### config.mk
export PLATFORM = sky130hd
export DESIGN_NAME = pow_csr_bank
export DESIGN_NICKNAME = d
export VERILOG_FILES = /design/src/rtl/pow_csr_pkg.sv /design/src/rtl/pow_csr_bus.sv /design/src/rtl/pow_csr_store.sv /design/src/rtl/pow_csr_irq.sv /design/src/rtl/pow_csr_bank.sv
export SDC_FILE = /design/constraint.sdc
export NUM_CORES = 1
export LEC_CHECK = 0
export BUFFER_PORTS_ARGS = -buffer_cell sky130_fd_sc_hd__buf_4
export CORE_AREA = 4 4 301 303
export CTS_CLUSTER_DIAMETER = 40
export DETAILED_ROUTE_END_ITERATION = 10
export DIE_AREA = 0 0 305 307
export PLACE_DENSITY = 0.61
export SYNTH_ARGS = -nofsm -noshare
export SYNTH_HDL_FRONTEND = slang
export SYNTH_SLANG_ARGS = --single-unit
### constraint.sdc
create_clock -name clk -period 50.3 [get_ports clk]
set_clock_uncertainty 0.2 [all_clocks]
set_input_delay 2.515 -clock clk [delete_from_list [all_inputs] [get_ports clk]]
set_output_delay 2.515 -clock clk [all_outputs]
set_load 0.02 [all_outputs]
### src/rtl/pow_csr_pkg.sv
package pow_csr_pkg;
  localparam int WORD_W    = 32;
  localparam int LANES     = WORD_W / 8;
  localparam int IDX_W     = 5;
  localparam int SOL_IDX   = 0;
  localparam int STAT_IDX  = 2;
  localparam int ID_IDX    = 3;
  localparam int HDR_IDX   = 4;
  localparam int HDR_N     = 8;
  localparam int TGT_IDX   = HDR_IDX + HDR_N;
  localparam int TGT_N     = 8;
  localparam int START_IDX = TGT_IDX + TGT_N;
  localparam int START_N   = 2;
  localparam int CTL_IDX   = START_IDX + START_N;
  localparam int RW_FIRST  = HDR_IDX;
  localparam int RW_COUNT  = CTL_IDX - HDR_IDX + 1;

  localparam logic [WORD_W-1:0] ID_WORD   = 32'h5348_4133;
  localparam logic [WORD_W-1:0] CTL_MASK  = 32'hFFFF_0007;
  localparam logic [WORD_W-1:0] CTL_RESET = 32'h0680_0000;

  typedef struct packed {
    logic       run;
    logic       test;
    logic       halt;
    logic [7:0] pad_last;
    logic [7:0] pad_first;
  } ctl_t;

  function automatic logic [WORD_W-1:0] word_reset(input int idx);
    return (idx == CTL_IDX) ? CTL_RESET : '0;
  endfunction

  function automatic logic [WORD_W-1:0] word_mask(input int idx);
    return (idx == CTL_IDX) ? CTL_MASK : '1;
  endfunction

  function automatic ctl_t unpack_ctl(input logic [WORD_W-1:0] w);
    ctl_t c;
    c.run       = w[0];
    c.test      = w[1];
    c.halt      = w[2];
    c.pad_last  = w[23:16];
    c.pad_first = w[31:24];
    return c;
  endfunction
endpackage

### src/rtl/pow_csr_bus.sv
module pow_csr_bus
  import pow_csr_pkg::*;
(
  input  logic             clk,
  input  logic             rst,
  input  logic             stb,
  input  logic             cyc,
  input  logic             we,
  input  logic [31:0]      adr,
  output logic             ack,
  output logic             acc_rd,
  output logic             acc_wr,
  output logic [IDX_W-1:0] idx
);
  logic req, served_q, acc;

  assign req    = stb & cyc;
  assign acc    = req & ~ack & ~served_q;
  assign acc_rd = acc & ~we;
  assign acc_wr = acc & we;
  assign idx    = adr[IDX_W+1:2];

  always_ff @(posedge clk or posedge rst) begin
    if (rst) begin
      ack      <= 1'b0;
      served_q <= 1'b0;
    end else begin
      ack      <= acc;
      served_q <= req & (served_q | ack);
    end
  end
endmodule

### src/rtl/pow_csr_store.sv
module pow_csr_store
  import pow_csr_pkg::*;
#(
  parameter int FIRST = RW_FIRST,
  parameter int COUNT = RW_COUNT
)(
  input  logic                         clk,
  input  logic                         rst,
  input  logic                         wr_en,
  input  logic [IDX_W-1:0]             wr_idx,
  input  logic [LANES-1:0]             wr_sel,
  input  logic [WORD_W-1:0]            wr_data,
  output logic [COUNT-1:0][WORD_W-1:0] words
);
  for (genvar w = 0; w < COUNT; w++) begin : g_word
    localparam logic [WORD_W-1:0] RV = word_reset(FIRST + w);
    localparam logic [WORD_W-1:0] MK = word_mask(FIRST + w);
    logic hit;
    assign hit = wr_en && (wr_idx == IDX_W'(FIRST + w));
    for (genvar b = 0; b < LANES; b++) begin : g_lane
      always_ff @(posedge clk or posedge rst) begin
        if (rst)
          words[w][8*b +: 8] <= RV[8*b +: 8];
        else if (hit && wr_sel[b])
          words[w][8*b +: 8] <= wr_data[8*b +: 8] & MK[8*b +: 8];
      end
    end
  end
endmodule

### src/rtl/pow_csr_irq.sv
module pow_csr_irq #(
  parameter int NONCE_W = 64
)(
  input  logic               clk,
  input  logic               rst,
  input  logic               found,
  input  logic [NONCE_W-1:0] nonce,
  input  logic               clr,
  output logic               irq,
  output logic [NONCE_W-1:0] sol
);
  always_ff @(posedge clk or posedge rst) begin
    if (rst) begin
      irq <= 1'b0;
      sol <= '0;
    end else begin
      if (found) begin
        irq <= 1'b1;
        sol <= nonce;
      end else if (clr) begin
        irq <= 1'b0;
      end
    end
  end
endmodule

### src/rtl/pow_csr_bank.sv
module pow_csr_bank
  import pow_csr_pkg::*;
(
  input  logic         clk,
  input  logic         rst,
  input  logic         bus_stb,
  input  logic         bus_cyc,
  input  logic         bus_we,
  input  logic [3:0]   bus_sel,
  input  logic [31:0]  bus_adr,
  input  logic [31:0]  bus_wdat,
  output logic         bus_ack,
  output logic [31:0]  bus_rdat,
  input  logic         eng_found,
  input  logic         eng_running,
  input  logic [63:0]  eng_nonce,
  output logic [255:0] cfg_header,
  output logic [255:0] cfg_target,
  output logic [63:0]  cfg_start,
  output logic         cfg_run,
  output logic         cfg_test,
  output logic         cfg_halt,
  output logic [7:0]   cfg_pad_last,
  output logic [7:0]   cfg_pad_first,
  output logic         irq
);
  logic                            acc_rd, acc_wr;
  logic [IDX_W-1:0]                idx;
  logic [RW_COUNT-1:0][WORD_W-1:0] rw;
  logic [63:0]                     sol;
  logic [WORD_W-1:0]               rd_word;
  ctl_t                            ctl;

  pow_csr_bus u_bus (
    .clk(clk), .rst(rst), .stb(bus_stb), .cyc(bus_cyc), .we(bus_we),
    .adr(bus_adr), .ack(bus_ack), .acc_rd(acc_rd), .acc_wr(acc_wr), .idx(idx)
  );

  pow_csr_store #(.FIRST(RW_FIRST), .COUNT(RW_COUNT)) u_store (
    .clk(clk), .rst(rst), .wr_en(acc_wr), .wr_idx(idx), .wr_sel(bus_sel),
    .wr_data(bus_wdat), .words(rw)
  );

  pow_csr_irq #(.NONCE_W(64)) u_irq (
    .clk(clk), .rst(rst), .found(eng_found), .nonce(eng_nonce),
    .clr(acc_rd && (idx == IDX_W'(CTL_IDX))), .irq(irq), .sol(sol)
  );

  assign ctl           = unpack_ctl(rw[CTL_IDX-RW_FIRST]);
  assign cfg_header    = rw[HDR_IDX-RW_FIRST +: HDR_N];
  assign cfg_target    = rw[TGT_IDX-RW_FIRST +: TGT_N];
  assign cfg_start     = rw[START_IDX-RW_FIRST +: START_N];
  assign cfg_run       = ctl.run;
  assign cfg_test      = ctl.test;
  assign cfg_halt      = ctl.halt;
  assign cfg_pad_last  = ctl.pad_last;
  assign cfg_pad_first = ctl.pad_first;

  always_comb begin
    rd_word = '0;
    if (idx == IDX_W'(SOL_IDX))       rd_word = sol[31:0];
    if (idx == IDX_W'(SOL_IDX + 1))   rd_word = sol[63:32];
    if (idx == IDX_W'(STAT_IDX))      rd_word = {29'b0, ctl.test, eng_running, irq};
    if (idx == IDX_W'(ID_IDX))        rd_word = ID_WORD;
    for (int k = 0; k < RW_COUNT; k++)
      if (idx == IDX_W'(RW_FIRST + k)) rd_word = rw[k];
  end

  always_ff @(posedge clk or posedge rst) begin
    if (rst) bus_rdat <= '0;
    else     bus_rdat <= acc_rd ? rd_word : '0;
  end
endmodule

# == Word level (Yosys, flattened, before mapping) ==
# Cells that the tools add are included.
# op_classes
n_eq_ne,22
bitwise,10
reduce_logical,97
mux,26
# op_table
op,n
32-bit two-way mux,24
1-bit logical AND,95
5-bit by 4-bit equality test with 1-bit output (second input constant),8
5-bit equality test (second input constant),7
5-bit by 3-bit equality test with 1-bit output (second input constant),4
5-bit by 2-bit equality test with 1-bit output (second input constant),2
1-bit bitwise AND,6
5-bit by 1-bit equality test with 1-bit output (second input constant),1
5-bit logical NOT,1
1-bit inverter,3
1-bit two-way mux,2
2-bit nonzero test,1
1-bit bitwise OR,1
# totals
reg_bits,694
inputBits,139
wordCells,235

# == Longest topological paths before layout ==
# logic_depth
depth_word,25
ltp_mapped,11
mapped_depth_nobuf,7

# == Cells and area by module ==
# From an unflattened synthesis, not the netlist that was laid out.
# hier_totals
cells_unflattened,2591
area_unflattened_um2,33114.3
# by_module_without_submodules
module,cells_each,instances,area_each_um2
pow_csr_store,1372,1,23387.4
pow_csr_bank,1066,1,6976.7
pow_csr_irq,139,1,2618.8
pow_csr_bus,14,1,131.4

# == Worst setup path before layout ==
# OpenSTA, ideal clock, no wires.
# synth_path
kind,input to register
from,input port bus_adr[2]
to,register bus_rdat[15]
cell_stages,9
setup_ps,126
slack_ps,45939
arrival_ps,4035
cell_sequence,buf_4 -> buf_6 -> buf_2 -> mux2_2 -> o22ai_1 -> o21ai_0 -> a2111oi_0 -> o211ai_1 -> nor3b_2
# synth_via
elab_chain_cells,25
# synth_lines
item,line_no,rtl
start: declaration,pow_csr_bank.sv:10,"input logic [31:0] bus_adr,"
5-bit logical NOT,pow_csr_bank.sv:61,if (idx == IDX_W'(SOL_IDX)) rd_word = sol[31:0];
32-bit two-way mux,pow_csr_bank.sv:61,
32-bit two-way mux,pow_csr_bank.sv:62,if (idx == IDX_W'(SOL_IDX + 1)) rd_word = sol[63:32];
32-bit two-way mux,pow_csr_bank.sv:63,"if (idx == IDX_W'(STAT_IDX)) rd_word = {29'b0, ctl.test, eng_running, irq};"
32-bit two-way mux,pow_csr_bank.sv:64,if (idx == IDX_W'(ID_IDX)) rd_word = ID_WORD;
32-bit two-way mux (18 in series),pow_csr_bank.sv:66,if (idx == IDX_W'(RW_FIRST + k)) rd_word = rw[k];
32-bit two-way mux *,pow_csr_bank.sv:66,
32-bit two-way mux *,pow_csr_bank.sv:71,else bus_rdat <= acc_rd ? rd_word : '0;
end signal: assignment,pow_csr_bank.sv:71,
end: declaration,pow_csr_bank.sv:13,"output logic [31:0] bus_rdat,"
# Every way passes the cells marked *; elsewhere a longest branch is shown, timed or not.
# A chain may end at the register's enable or synchronous reset.

# == Worst setup path after layout ==
# layout_path
from,input port bus_adr[2]
to,register bus_rdat[9]
# The elaborated chain is that of the path after synthesis.

==> Implementation_results.wiki <==
{| class="wikitable"
! Metric !! Value
|-
| Worst setup path class || in2reg
|-
| Ratio of final minimum period to clock period || 12.99%
|-
| Number of remaining DRC errors || 0
|-
| Clock power share || between 50% and 60%
|-
| Met2 layer wire length in the routed design || between 70,000 and 80,000 µm
|-
| Peak VDD IR || 0.00002459 V
|-
| Reg-to-Reg Start || u_bus.ack
|-
| Number of maximum-capacitance violations || 0
|-
| Combinational power share || 10.5%
|-
| Worst-skew pair later-pin latency || roughly 0.7 ns
|-
| Slack of the worst reg-to-reg path || 46.83 ns
|-
| Launching element type of the critical path || input pin
|-
| F_max || 153.0 MHz
|-
| Class of the worst hold path || reg2reg
|-
| Critical path, cell by cell || buf_4 -> buf_4 -> nor2b_2 -> buf_4 -> nand2_1 -> o21ai_0 -> a21oi_1 -> a2111oi_0 -> o22ai_1
|-
| Yosys Warn Count || 0
|-
| Largest net degree at the start of global routing || 106
|-
| Aggregate negative setup slack || 0 ns
|-
| Final Hold Violating Endpoints || 0
|-
| Mean instance size in the synthesized netlist || around 13 µm²
|-
| CP peak stage delay || ~0.76 ns
|-
| Cell at the slowest stage of the critical path || sky130_fd_sc_hd__a2111oi_0
|-
| Grt total ovfl || 0
|-
| Capture endpoint of the worst hold path || u_irq.sol[8]
|-
| RePlAce Congestion || 0.8692
|-
| Sequential share of power || about two fifths
|-
| Number of distinct library cell variants in the gate-level netlist after synthesis || 82
|-
| Highest routed metal layer || met5
|-
| Met1 layer wirelength in the final routing || ~66,000 µm
|-
| Sequential cell area fraction in the yosys report || roughly 55%
|-
| Number of synthesized register bits || 694
|-
| Number of primary I/O pins || approximately 770
|-
| Starting density of the core || 36.04%
|-
| Cts-stage hold buffer count || 0
|-
| Worst slew slack as a fraction of its limit || about a quarter
|-
| Floorplan core area || 87,970 µm²
|-
| Worst reg2reg endpoint || u_store.words[336]
|-
| Synthesized netlist cell count || 2,448
|-
| DRC violation total after the first TritonRoute iteration || roughly 2,800
|-
| Initial antenna violation count || 8
|-
| Maximum buffer depth of the clock tree || 3
|-
| Via count of the first global-routing pass || about 26,000
|-
| Fraction of registers with async set or reset after synthesis || 100.0%
|-
| Critical path buffer and inverter count || 3
|-
| EDFF count, synth || 0
|-
| Number of max-slew violations in the final report || 0
|-
| Leading cell types in the layout, fill and taps excluded || 806 x sky130_fd_sc_hd__buf_4, 691 x sky130_fd_sc_hd__dfrtp_1, 654 x sky130_fd_sc_hd__mux2_2, 128 x sky130_fd_sc_hd__a22oi_1, 105 x sky130_fd_sc_hd__clkbuf_16
|-
| Worst slew pin tran || 1.146 ns
|-
| Total net switching power || 413.7 µW
|-
| Clock slew at the register clock pins of the worst setup and hold paths || 0.06 ns
|-
| Mapped Nets || approximately 2,600
|-
| Post-synthesis to final-layout area growth || 33.07%
|-
| Crit end category || flip-flop
|-
| Arrival time worst endpoint || 6.85 ns
|-
| Fraction of layout cells with a size suffix above 1 || 54.19%
|-
| H-tree depth || 3
|-
| Clock sink total || 694
|-
| Final net count || between 3,000 and 4,000
|-
| CTS tree || done
|-
| Die outline area || 93,640 µm²
|-
| Crit-path most repeated cell || sky130_fd_sc_hd__buf_4
|-
| Pleak || about 21 nW
|-
| Pre-antenna DRT Iters || 8
|-
| X dimension of the die || 305 µm
|-
| Post-synthesis instance area || 31,710 µm²
|-
| Net Sw Frac || between 20% and 30%
|-
| Wire length of the first global-routing pass || about 230,000 µm
|-
| Worst slack, placed || 43.31 ns
|-
| Placement row count || ~110
|-
| WP data required || 50.62 ns
|-
| Cells resized by post-CTS repair || 0
|-
| PwrDens || 37.06 nW/µm²
|-
| Wire length reported by the detailed router || 169,300 µm
|-
| Setup Viol. Count Final || 0
|-
| Chip Height || 307 µm
|-
| Average detailed-routed wire length per instance || 38.00 µm
|-
| Most common flop cell mapped by yosys || sky130_fd_sc_hd__dfrtp_1
|-
| Clock root buffer master || sky130_fd_sc_hd__clkbuf_16
|-
| R2R cell count || 5
|-
| Routed via count divided by cell count || 5.985
|-
| P_int || 1.150 mW
|-
| DP Wirelength || 117,800 µm
|-
| Outcome || finished clean
|-
| Port Buffers || 740
|-
| Most frequent standard cell in the layout excluding fill and tap cells || sky130_fd_sc_hd__buf_4
|-
| Post-CTS repair timing setup buffer count || 0
|-
| Number of cells traversed by the worst hold path || 1
|-
| Number of CTS-inserted buffers || 104
|-
| Least setup slack across all paths after layout || around 44 ns
|-
| Startpoint of the tightest hold check path || u_irq.sol[8]
|-
| Vias after detailed routing || 26,660
|-
| Unrepaired setup endpoints after global routing || no
|-
| Total global routing track utilization || 34.96%
|-
| Largest delay contributor family on the critical path || buffers and inverters
|-
| Met3 wire length || 16,260 µm
|-
| Min cycle time layout || 6.534 ns
|-
| CP max FO || 35
|-
| Antenna violation net count after detailed routing || 0
|}
power by group through the flow:
stage                     Combinational [mW]  Clock, mW  Sequential (mW)
after CTS                              0.165      0.796            0.606
after detailed placement               0.165          0            0.616
after global routing                   0.172      0.821            0.609
after global placement                 0.164          0            0.615
final                                  0.165      0.792            0.607
after floorplan                       0.0596          0            0.634
per-stage QoR:
| stage | total power [mW] | hold WS (ns) | cell area, µm² | utilization (%) | std cells |
|---|---|---|---|---|---|
| after global placement | 0.7787 | 0.2867 | 38390 | 43.64 | 4258 |
| final | 1.564 | 0.3059 | 42190 | 47.97 | 4455 |
| after detailed placement | 0.7804 | 0.2954 | 38390 | 43.64 | 4258 |
| after floorplan | 0.6934 | 0.2727 | 31710 | - | 2448 |
| after CTS | 1.568 | 0.3085 | 42180 | 47.95 | 4450 |
| after global routing | 1.602 | 0.3163 | 42180 | 47.95 | 4450 |
synthesized netlist by cell type (all sizes together), types with 4 or more instances:
| master | number | area (µm²) |
|---|---|---|
| inv | 9 | 33.78 |
| nor2b | 10 | 62.56 |
| a21o | 5 | 37.54 |
| nand2 | 103 | 436.7 |
| nand4 | 21 | 131.4 |
| nand3 | 13 | 65.06 |
| nand3b | 4 | 33.78 |
| nor3b | 4 | 51.30 |
| a2111oi | 6 | 53.80 |
| nor2 | 172 | 1047 |
| o211ai | 14 | 105.1 |
| o2111ai | 4 | 35.03 |
| and3 | 4 | 25.02 |
| nand2b | 9 | 61.31 |
| a221o | 4 | 40.04 |
| buf | 107 | 696.9 |
| nor3 | 29 | 155.2 |
| dfrtp | 691 | 17290 |
| mux2 | 664 | 7477 |
| mux2i | 16 | 160.2 |
| a22oi | 128 | 960.9 |
| a222oi | 12 | 120.1 |
| a32oi | 8 | 70.07 |
| a21oi | 102 | 510.5 |
| o22ai | 15 | 93.84 |
| a31oi | 8 | 50.05 |
| o221ai | 12 | 105.1 |
| o21ai | 100 | 500.5 |
| a22o | 23 | 201.4 |
| a221oi | 28 | 245.2 |
| a211oi | 11 | 82.58 |
| or3 | 4 | 30.03 |
| a21boi | 6 | 45.05 |
| clkbuf | 54 | 202.7 |
layer usage:
layer	vias up	GRT usage, %
met4	4	13.08
met3	331	8.988
met2	1616	57.22
met1	14040	44.87
met5	-	0
li1	10680	-
worst reg2reg max path, delay by kind of cell (launching register included):
kind / cells / cell delay, ns
simple gates: 4 / 2.28
mux: 1 / 0.43
flops: 1 / 0.44
cell families after synthesis:
| group | Yosys count | synth area share, % |
|---|---|---|
| AND/OR/NAND/NOR | 393 | 7.139 |
| multiplexers | 682 | 24.23 |
| AO/OA/AOI/OAI | 509 | 10.90 |
| flip-flops | 694 | 54.78 |
| buffers and inverters | 170 | 2.944 |
area by class of cell:
type                       count  area, µm²
fill                        8145      45770
clock inverter                64      909.6
timing repair buffer         806       6051
tap                         1165       1458
multi-input combinational   1584      13470
clock buffer                 128       2884
antenna                        5      12.51
sequential                   694      17370
inverter                       9      41.29
worst max path at each step:
stage	endpoint	from	cells after the start	slack, ns
2_1_floorplan	bus_rdat[0]	rst	1	28.13
3_3_place_gp	bus_rdat[9]	bus_adr[2]	9	43.29
3_5_place_dp	bus_rdat[9]	bus_adr[2]	9	43.31
4_1_cts	bus_rdat[9]	bus_adr[2]	9	44.02
5_1_grt	bus_rdat[9]	bus_adr[2]	9	43.87
6_report	bus_rdat[9]	bus_adr[2]	9	43.77
flip-flops by register name, summed over array words and instances, names as in the netlist:
signal          flops
u_irq.irq           1
bus_rdat           32
u_bus.ack           1
u_bus.served_q      1
u_irq.sol          64
u_store.words     595
Note: power is estimated with default switching activity, not from simulation.
